$ cat src/rtl/tinyRegCpuPkg.sv
package tinyRegCpuPkg;

  typedef enum logic [1:0] {
    OP_MEM    = 2'd0,
    OP_MOVE   = 2'd1,
    OP_ARITH  = 2'd2,
    OP_BRANCH = 2'd3
  } opCode_e;

  typedef enum logic [1:0] {
    PC_HOLD = 2'd0,
    PC_INC1 = 2'd1,
    PC_INC2 = 2'd2,
    PC_JUMP = 2'd3
  } pcSel_e;

  typedef enum logic [1:0] {
    AD_PC    = 2'd0,
    AD_PC1   = 2'd1,
    AD_RDATA = 2'd2,
    AD_AWORD = 2'd3
  } addrSel_e;

  typedef enum logic [1:0] {
    ST_FETCH  = 2'd0,
    ST_DECODE = 2'd1,
    ST_AWORD  = 2'd2,
    ST_EXEC   = 2'd3
  } cpuState_e;

  typedef struct packed {
    logic     irLoad;
    logic     awLoad;
    logic     regWe;
    logic     memWe;
    pcSel_e   pcSel;
    addrSel_e addrSel;
  } ctrlStrobe_t;

endpackage

$ cat src/rtl/tinyRegCpuCtrl.sv
module tinyRegCpuCtrl
  import tinyRegCpuPkg::*;
(
  input  logic        clk,
  input  logic        rst,
  input  logic        cond,
  input  logic [1:0]  fetchOp,
  input  logic [1:0]  irOp,
  input  logic        irB,
  output ctrlStrobe_t strobe,
  output logic        inExec
);

  cpuState_e state, stateNext;
  opCode_e   curOp;
  opCode_e   newOp;

  assign curOp  = opCode_e'(irOp);
  assign newOp  = opCode_e'(fetchOp);
  assign inExec = (state == ST_EXEC);

  always_ff @(posedge clk) begin
    if (rst) state <= ST_FETCH;
    else     state <= stateNext;
  end

  always_comb begin
    strobe    = '{irLoad: 1'b0, awLoad: 1'b0, regWe: 1'b0, memWe: 1'b0,
                  pcSel: PC_HOLD, addrSel: AD_PC};
    stateNext = state;
    if (!rst) begin
      case (state)
        ST_FETCH: begin
          stateNext = ST_DECODE;
        end
        ST_DECODE: begin
          strobe.irLoad  = 1'b1;
          strobe.addrSel = AD_PC1;
          stateNext = (newOp == OP_MEM || newOp == OP_BRANCH) ? ST_AWORD : ST_EXEC;
        end
        ST_AWORD: begin
          strobe.awLoad  = 1'b1;
          strobe.addrSel = AD_RDATA;
          stateNext = ST_EXEC;
        end
        default: begin
          stateNext = ST_FETCH;
          case (curOp)
            OP_MEM: begin
              strobe.pcSel = PC_INC2;
              if (irB) begin
                strobe.memWe   = 1'b1;
                strobe.addrSel = AD_AWORD;
              end else begin
                strobe.regWe = 1'b1;
              end
            end
            OP_MOVE, OP_ARITH: begin
              strobe.regWe = 1'b1;
              strobe.pcSel = PC_INC1;
            end
            default: begin
              strobe.pcSel = (!irB || cond) ? PC_JUMP : PC_INC2;
            end
          endcase
        end
      endcase
    end
  end

endmodule

$ cat src/rtl/tinyRegCpuDatapath.sv
module tinyRegCpuDatapath
  import tinyRegCpuPkg::*;
#(
  parameter int DATA_W   = 8,
  parameter int NUM_REGS = 4
) (
  input  logic              clk,
  input  logic              rst,
  input  ctrlStrobe_t       strobe,
  input  logic [DATA_W-1:0] memRData,
  output logic [DATA_W-1:0] memAddr,
  output logic [DATA_W-1:0] memWData,
  output logic [1:0]        fetchOp,
  output logic [1:0]        irOp,
  output logic              irB,
  output logic [DATA_W-1:0] pcVal,
  output logic [DATA_W-1:0] awVal
);

  localparam int SEL_W  = $clog2(NUM_REGS);
  localparam int B_POS  = 2 * SEL_W;
  localparam int OP_LSB = B_POS + 1;

  logic [DATA_W-1:0] ir;
  logic [DATA_W-1:0] regFile [NUM_REGS];
  logic [SEL_W-1:0]  selDst, selSrc;
  logic [DATA_W-1:0] dstVal, srcVal, wrData;

  assign fetchOp = memRData[OP_LSB +: 2];
  assign irOp    = ir[OP_LSB +: 2];
  assign irB     = ir[B_POS];
  assign selDst  = ir[SEL_W +: SEL_W];
  assign selSrc  = ir[0 +: SEL_W];
  assign dstVal  = regFile[selDst];
  assign srcVal  = regFile[selSrc];
  assign memWData = srcVal;

  always_comb begin
    case (opCode_e'(irOp))
      OP_MEM:  wrData = memRData;
      OP_MOVE: wrData = irB ? ~srcVal : srcVal;
      default: wrData = irB ? (dstVal - srcVal) : (dstVal + srcVal);
    endcase
  end

  for (genvar g = 0; g < NUM_REGS; g++) begin : gReg
    always_ff @(posedge clk) begin
      if (rst)
        regFile[g] <= '0;
      else if (strobe.regWe && selDst == SEL_W'(g))
        regFile[g] <= wrData;
    end
  end

  always_ff @(posedge clk) begin
    if (rst) begin
      ir    <= '0;
      awVal <= '0;
      pcVal <= '0;
    end else begin
      if (strobe.irLoad) ir    <= memRData;
      if (strobe.awLoad) awVal <= memRData;
      case (strobe.pcSel)
        PC_INC1: pcVal <= pcVal + DATA_W'(1);
        PC_INC2: pcVal <= pcVal + DATA_W'(2);
        PC_JUMP: pcVal <= awVal;
        default: pcVal <= pcVal;
      endcase
    end
  end

  always_comb begin
    case (strobe.addrSel)
      AD_PC1:   memAddr = pcVal + DATA_W'(1);
      AD_RDATA: memAddr = memRData;
      AD_AWORD: memAddr = awVal;
      default:  memAddr = pcVal;
    endcase
  end

endmodule

$ cat src/rtl/tinyRegCpu.sv
module tinyRegCpu
  import tinyRegCpuPkg::*;
#(
  parameter int DATA_W   = 8,
  parameter int NUM_REGS = 4
) (
  input  logic              clk,
  input  logic              rst,
  input  logic              cond,
  input  logic [DATA_W-1:0] memRData,
  output logic [DATA_W-1:0] memAddr,
  output logic [DATA_W-1:0] memWData,
  output logic              memWe
);

  ctrlStrobe_t       strobe;
  logic [1:0]        fetchOp, irOp;
  logic              irB, inExec;
  logic [DATA_W-1:0] pcVal, awVal;

  tinyRegCpuCtrl u_ctrl (
    .clk(clk), .rst(rst), .cond(cond),
    .fetchOp(fetchOp), .irOp(irOp), .irB(irB),
    .strobe(strobe), .inExec(inExec)
  );

  tinyRegCpuDatapath #(.DATA_W(DATA_W), .NUM_REGS(NUM_REGS)) u_dp (
    .clk(clk), .rst(rst), .strobe(strobe), .memRData(memRData),
    .memAddr(memAddr), .memWData(memWData),
    .fetchOp(fetchOp), .irOp(irOp), .irB(irB),
    .pcVal(pcVal), .awVal(awVal)
  );

  assign memWe = strobe.memWe;

endmodule

$ cat config.mk
export PLATFORM = sky130hd
export DESIGN_NAME = tinyRegCpu
export DESIGN_NICKNAME = d
export VERILOG_FILES = /design/src/rtl/tinyRegCpuPkg.sv /design/src/rtl/tinyRegCpuCtrl.sv /design/src/rtl/tinyRegCpuDatapath.sv /design/src/rtl/tinyRegCpu.sv
export SDC_FILE = /design/constraint.sdc
export NUM_CORES = 1
export LEC_CHECK = 0
export BUFFER_PORTS_ARGS = -buffer_cell sky130_fd_sc_hd__buf_2
export CAP_MARGIN = 20
export CORE_ASPECT_RATIO = 1.2
export CORE_MARGIN = 5
export CORE_UTILIZATION = 25
export DETAILED_ROUTE_END_ITERATION = 8
export GPL_TIMING_DRIVEN = 1
export MAX_ROUTING_LAYER = met4
export PLACE_DENSITY = 0.42
export SYNTH_ARGS = -nofsm -noshare
export SYNTH_HDL_FRONTEND = slang
export SYNTH_HIERARCHICAL = 1
export SYNTH_SLANG_ARGS = --single-unit
$ cat constraint.sdc
create_clock -name clk -period 6.9 [get_ports clk]
set_clock_uncertainty 0.2 [all_clocks]
set_input_delay 0.69 -clock clk [delete_from_list [all_inputs] [get_ports clk]]
set_output_delay 0.69 -clock clk [all_outputs]
set_load 0.02 [all_outputs]
## Word level (Yosys, flattened, before mapping)

Memories as Yosys holds them, arrays and structs flattened. A register that Yosys moved wholly into a read port is not among the register bits.
Cells that the tools add are included.

| word-level totals | value |
|---|---|
| memory bits (writable) | 32 |
| output and inout bits | 17 |
| bits in read-only memories | 0 |
| bits in latches | 0 |
| input bits | 11 |
| logic and storage cells | 84 |
| bits in registers | 25 |
| memories | 1 |

Memory list:

| memory | words | bits a word | rd ports | clocked after Yosys merged registers in | wr ports | line | source |
|---|---|---|---|---|---|---|---|
| u_dp.regFile | 4 | 8 | 2 | 2 | 4 | tinyRegCpuDatapath.sv:25 | `logic [DATA_W-1:0] regFile [NUM_REGS];` |

| operators by class | value |
|---|---|
| equality and inequality tests | 14 |
| shift-type cells | 0 |
| $mul | 0 |
| div/mod/pow operators | 0 |
| reductions and logical operators | 14 |
| bitwise operators | 5 |
| magnitude comparators | 0 |
| add/subtract/negate cells | 4 |
| mux-type cells | 42 |

Operator list:

| cell | number |
|---|---|
| 8-bit 2-to-1 mux | 7 |
| 8-bit one-hot mux with 3 select lines | 2 |
| 1-bit 2-to-1 mux | 21 |
| 2-bit equality test (second input constant) | 9 |
| 8-bit one-hot mux with 2 select lines | 1 |
| 2-bit 2-to-1 mux | 6 |
| 2-bit one-hot mux with 3 select lines | 2 |
| 2-bit by 1-bit equality test with 1-bit output (second input constant) | 5 |
| 8-bit by 1-bit adder with 8-bit output (second input constant) | 1 |
| 8-bit by 2-bit adder with 8-bit output (second input constant) | 1 |
| 8-bit adder | 1 |
| 2-bit logical NOT | 4 |
| 8-bit inverter | 1 |
| 8-bit subtractor | 1 |
| 1-bit logical AND | 4 |
| 4-bit 2-to-1 mux | 1 |
| 1-bit bitwise OR | 4 |
| 2-bit one-hot mux with 2 select lines | 1 |
| 3-bit nonzero test | 1 |
| 3-bit OR reduction | 1 |
| 1-bit logical OR | 2 |
| 1-bit one-hot mux with 2 select lines | 1 |
| 2-bit OR reduction | 1 |
| 1-bit logical NOT | 1 |

## Longest topological paths before layout

| logic depth | value |
|---|---|
| depth after elaboration | 11 |
| mapped depth | 13 |
| depth with buffers taken out | 12 |

## Hierarchy

The synthesis kept the hierarchy.

By module, submodules not included:

| module | sequential area each (um^2) | area each (um^2) | cells an instance | instances |
|---|---|---|---|---|
| tinyRegCpuDatapath | 1501.4 | 3677.3 | 366 | 1 |
| tinyRegCpuCtrl | 40.0 | 295.3 | 36 | 1 |

## Least setup slack after synthesis

OpenSTA, ideal clock, no wires.

| path | value |
|---|---|
| path kind | register to register |
| start | register (tool-made name) |
| end | memory u_dp.regFile[0][5] (data pin) |
| arrival | 3195 ps |
| required time | 6436 ps |
| slack | 3241 ps |
| clock period less this slack | 3659 ps |
| setup time | 264 ps |
| buffers on the path | 1 |
| stages on the path, launching flop included | 13 |
| path through | dfxtp_1 buf_6 mux4_1 inv_1 ha_1 a21oi_1 ha_1 nor2b_1 o31ai_1 a21oi_1 or3_1 a31oi_1 nor2_1 |

RTL lines:

| item | line |
|---|---|
| end: declaration | tinyRegCpuDatapath.sv:25 |

==> impl_results.md <==
- Pre-CTS setup slack: 2710 ps
- Worst hold slack: 304 ps
- Routed vias: 2994
- Root Driver: clkbuf_16
- DIE HEIGHT: 148 µm
- Die area: 18500 µm²
- Post-Syn Area: 3960 µm²
- MaxCap Viol Count: 0
- Grt ovf: 0
- HP Class: flop to flop
- Final Max Slew Viols: 0
- Routability Congestion: 0.795
- Antenna violations before repair: 0
- Residual DRC: 0
- Via density: 4.78
- IO Pins: 28
- Pwr Total: 0.00141 W
- Mapped Cells: 401
- CTS Buffer Depth: 2
- FP Rows: 50
- Clk sinks: 61
- Run status: completed
- Post-route cell area: 4550 µm²
- Critical path class: flop to flop
- Chip width: 125 µm
- Placed instance area: 4260 µm²
- H-tree depth: 3
- Final worst-path cycle share: 60.9%
- Core box area: 15600 µm²
- DPL Wire Length: 7.67 mm
- Clk pin slew, worst setup/hold paths: 60 ps
- Post-CTS resize count: 0
- All-Layer GR Usage: 12.0%
- Final Net Count: 443
- Final Worst Setup Slack: 2700 ps
- Critical Path RT: 6760 ps
- Starting DRT DRC Count: 172
- RSZ-0062 raised after global routing: false
- Multi-input logic area: 2220 µm²
- Routed Antenna Nets: 0
- Buffers on Ports: 27
- FF/Latch Area: 1540 µm²
- Fillers: 1637
- CTS Buf Count: 9
- Final Hold Violating Endpoints: 0
- Pwr Density: 311 nW/µm²
- DR pass1 iterations: 4
- P&R area growth vs syn: 14.8%
- Starting Density: 25.4%
- WL/cell: 17.1 µm
- Setup bufs post-CTS: 0
- CTS tree: done
- Setup TNS: 0 ps
- CP endpoint kind: flop
- Diode count: 0
- Critical Path Fanout Max: 8
- Final wirelength: 10.7 mm
- Slew margin rel.: 32.3%
- Net count after synthesis: 430
- Vias in the first global route: 3042
- Worst Path Arrival: 4060 ps
- Startpoint Class: flop
- M1 WL: 4.82 mm
- Hold buffers post-CTS: 0
- Largest net degree at the start of global routing: 37
- Leak: 1.68 nW
- Final min period: 4200 ps
- Measured slew at the worst slew-check pin: 1010 ps
- First-pass GRT wire length: 16.8 mm
- Wire length on met2: 5.44 mm
- Clock Latency Late Sink: 320 ps
- Final setup viols: 0
- Yosys warnings: 6
- Metal3 WL: 376 µm
- Fmax: 238 MHz
- Average size of a mapped cell: 9.88 µm²
- DR top layer: met4
- Share of layout cells above drive strength 1: 17.7%
- VDD IR max: 0.0941 mV
[routing by layer]
layer / GRT usage (%) / up-vias
met3: 2.53 / 5
met5: - / -
li1: - / 1466
met1: 14.4 / 1469
met2: 20.9 / 54
met4: 2.77 / 0
[path summary, 6_finish.rpt]
check,startpoint,to,slack [ps],depth (start not counted)
setup / recovery,flop,u_dp/regFile[2][5]$_SDFFCE_PN0P_,2700,11
hold / removal,u_dp/ir[0]$_SDFFE_PP0P_,flop,300,2
hold reg to reg,u_dp/ir[0]$_SDFFE_PP0P_,flop,300,2
setup reg to reg,flop,u_dp/regFile[2][5]$_SDFFCE_PN0P_,2700,11
[registers in the layout, indices dropped and copies added, names as in the netlist, named ones only]
register	count
u_dp/awVal	8
u_dp/regFile	32
u_ctrl/state	2
u_dp/pcVal	8
u_dp/ir	7
[worst max-delay path, cell delays in order (launching register included)]
cell and delay [ps]:
dfxtp_1 710, mux4_1 760, inv_1 130, ha_1 230
a21oi_1 270, ha_1 280, nor2b_1 140, o31ai_1 350
a21oi_1 140, or3_1 310, a31oi_1 340, nor2_1 70
[cells in the final DEF (no fill, tap or decap), types with 2 or more instances in the layout]
master / n
nor2_1: 80
edfxtp_1: 32
dfxtp_1: 29
buf_2: 27
a21oi_1: 27
mux2i_1: 23
ha_1: 17
inv_1: 16
xnor2_1: 15
mux4_2: 15
nand2_1: 13
o21ai_0: 13
nor3_1: 10
clkbuf_16: 9
a211oi_1: 9
nor2b_1: 9
xor2_1: 7
nand2b_1: 5
nand3_1: 5
clkinv_2: 4
o311a_1: 4
and2b_2: 3
a31oi_1: 3
a21o_1: 3
buf_4: 3
or2_1: 2
o21a_1: 2
mux4_1: 2
o31ai_1: 2
o21bai_1: 2
a21oi_2: 2
[report_power, final]
group | leakage (nW) | internal, W | switching [W]
Combinational | 0.969 | 0.000227 | 0.000285
Sequential | 0.566 | 0.000414 | 0.0000508
Clock | 0.145 | 0.000277 | 0.000161
[through the flow]
stage	util, %	std cells
finish	29.2	627
global route	29.2	627
CTS	29.2	627
detailed placement	27.3	611
global placement	27.2	610
floorplan	-	401
[layout make-up]
class	instances	area share, %
multi-input combinational	295	48.9
sequential	61	33.9
tap	208	5.72
clock buffer	9	4.95
timing repair buffer	31	3.71
clock inverter	7	1.46
inverter	16	1.32
Power figures use the tool's default switching activity.
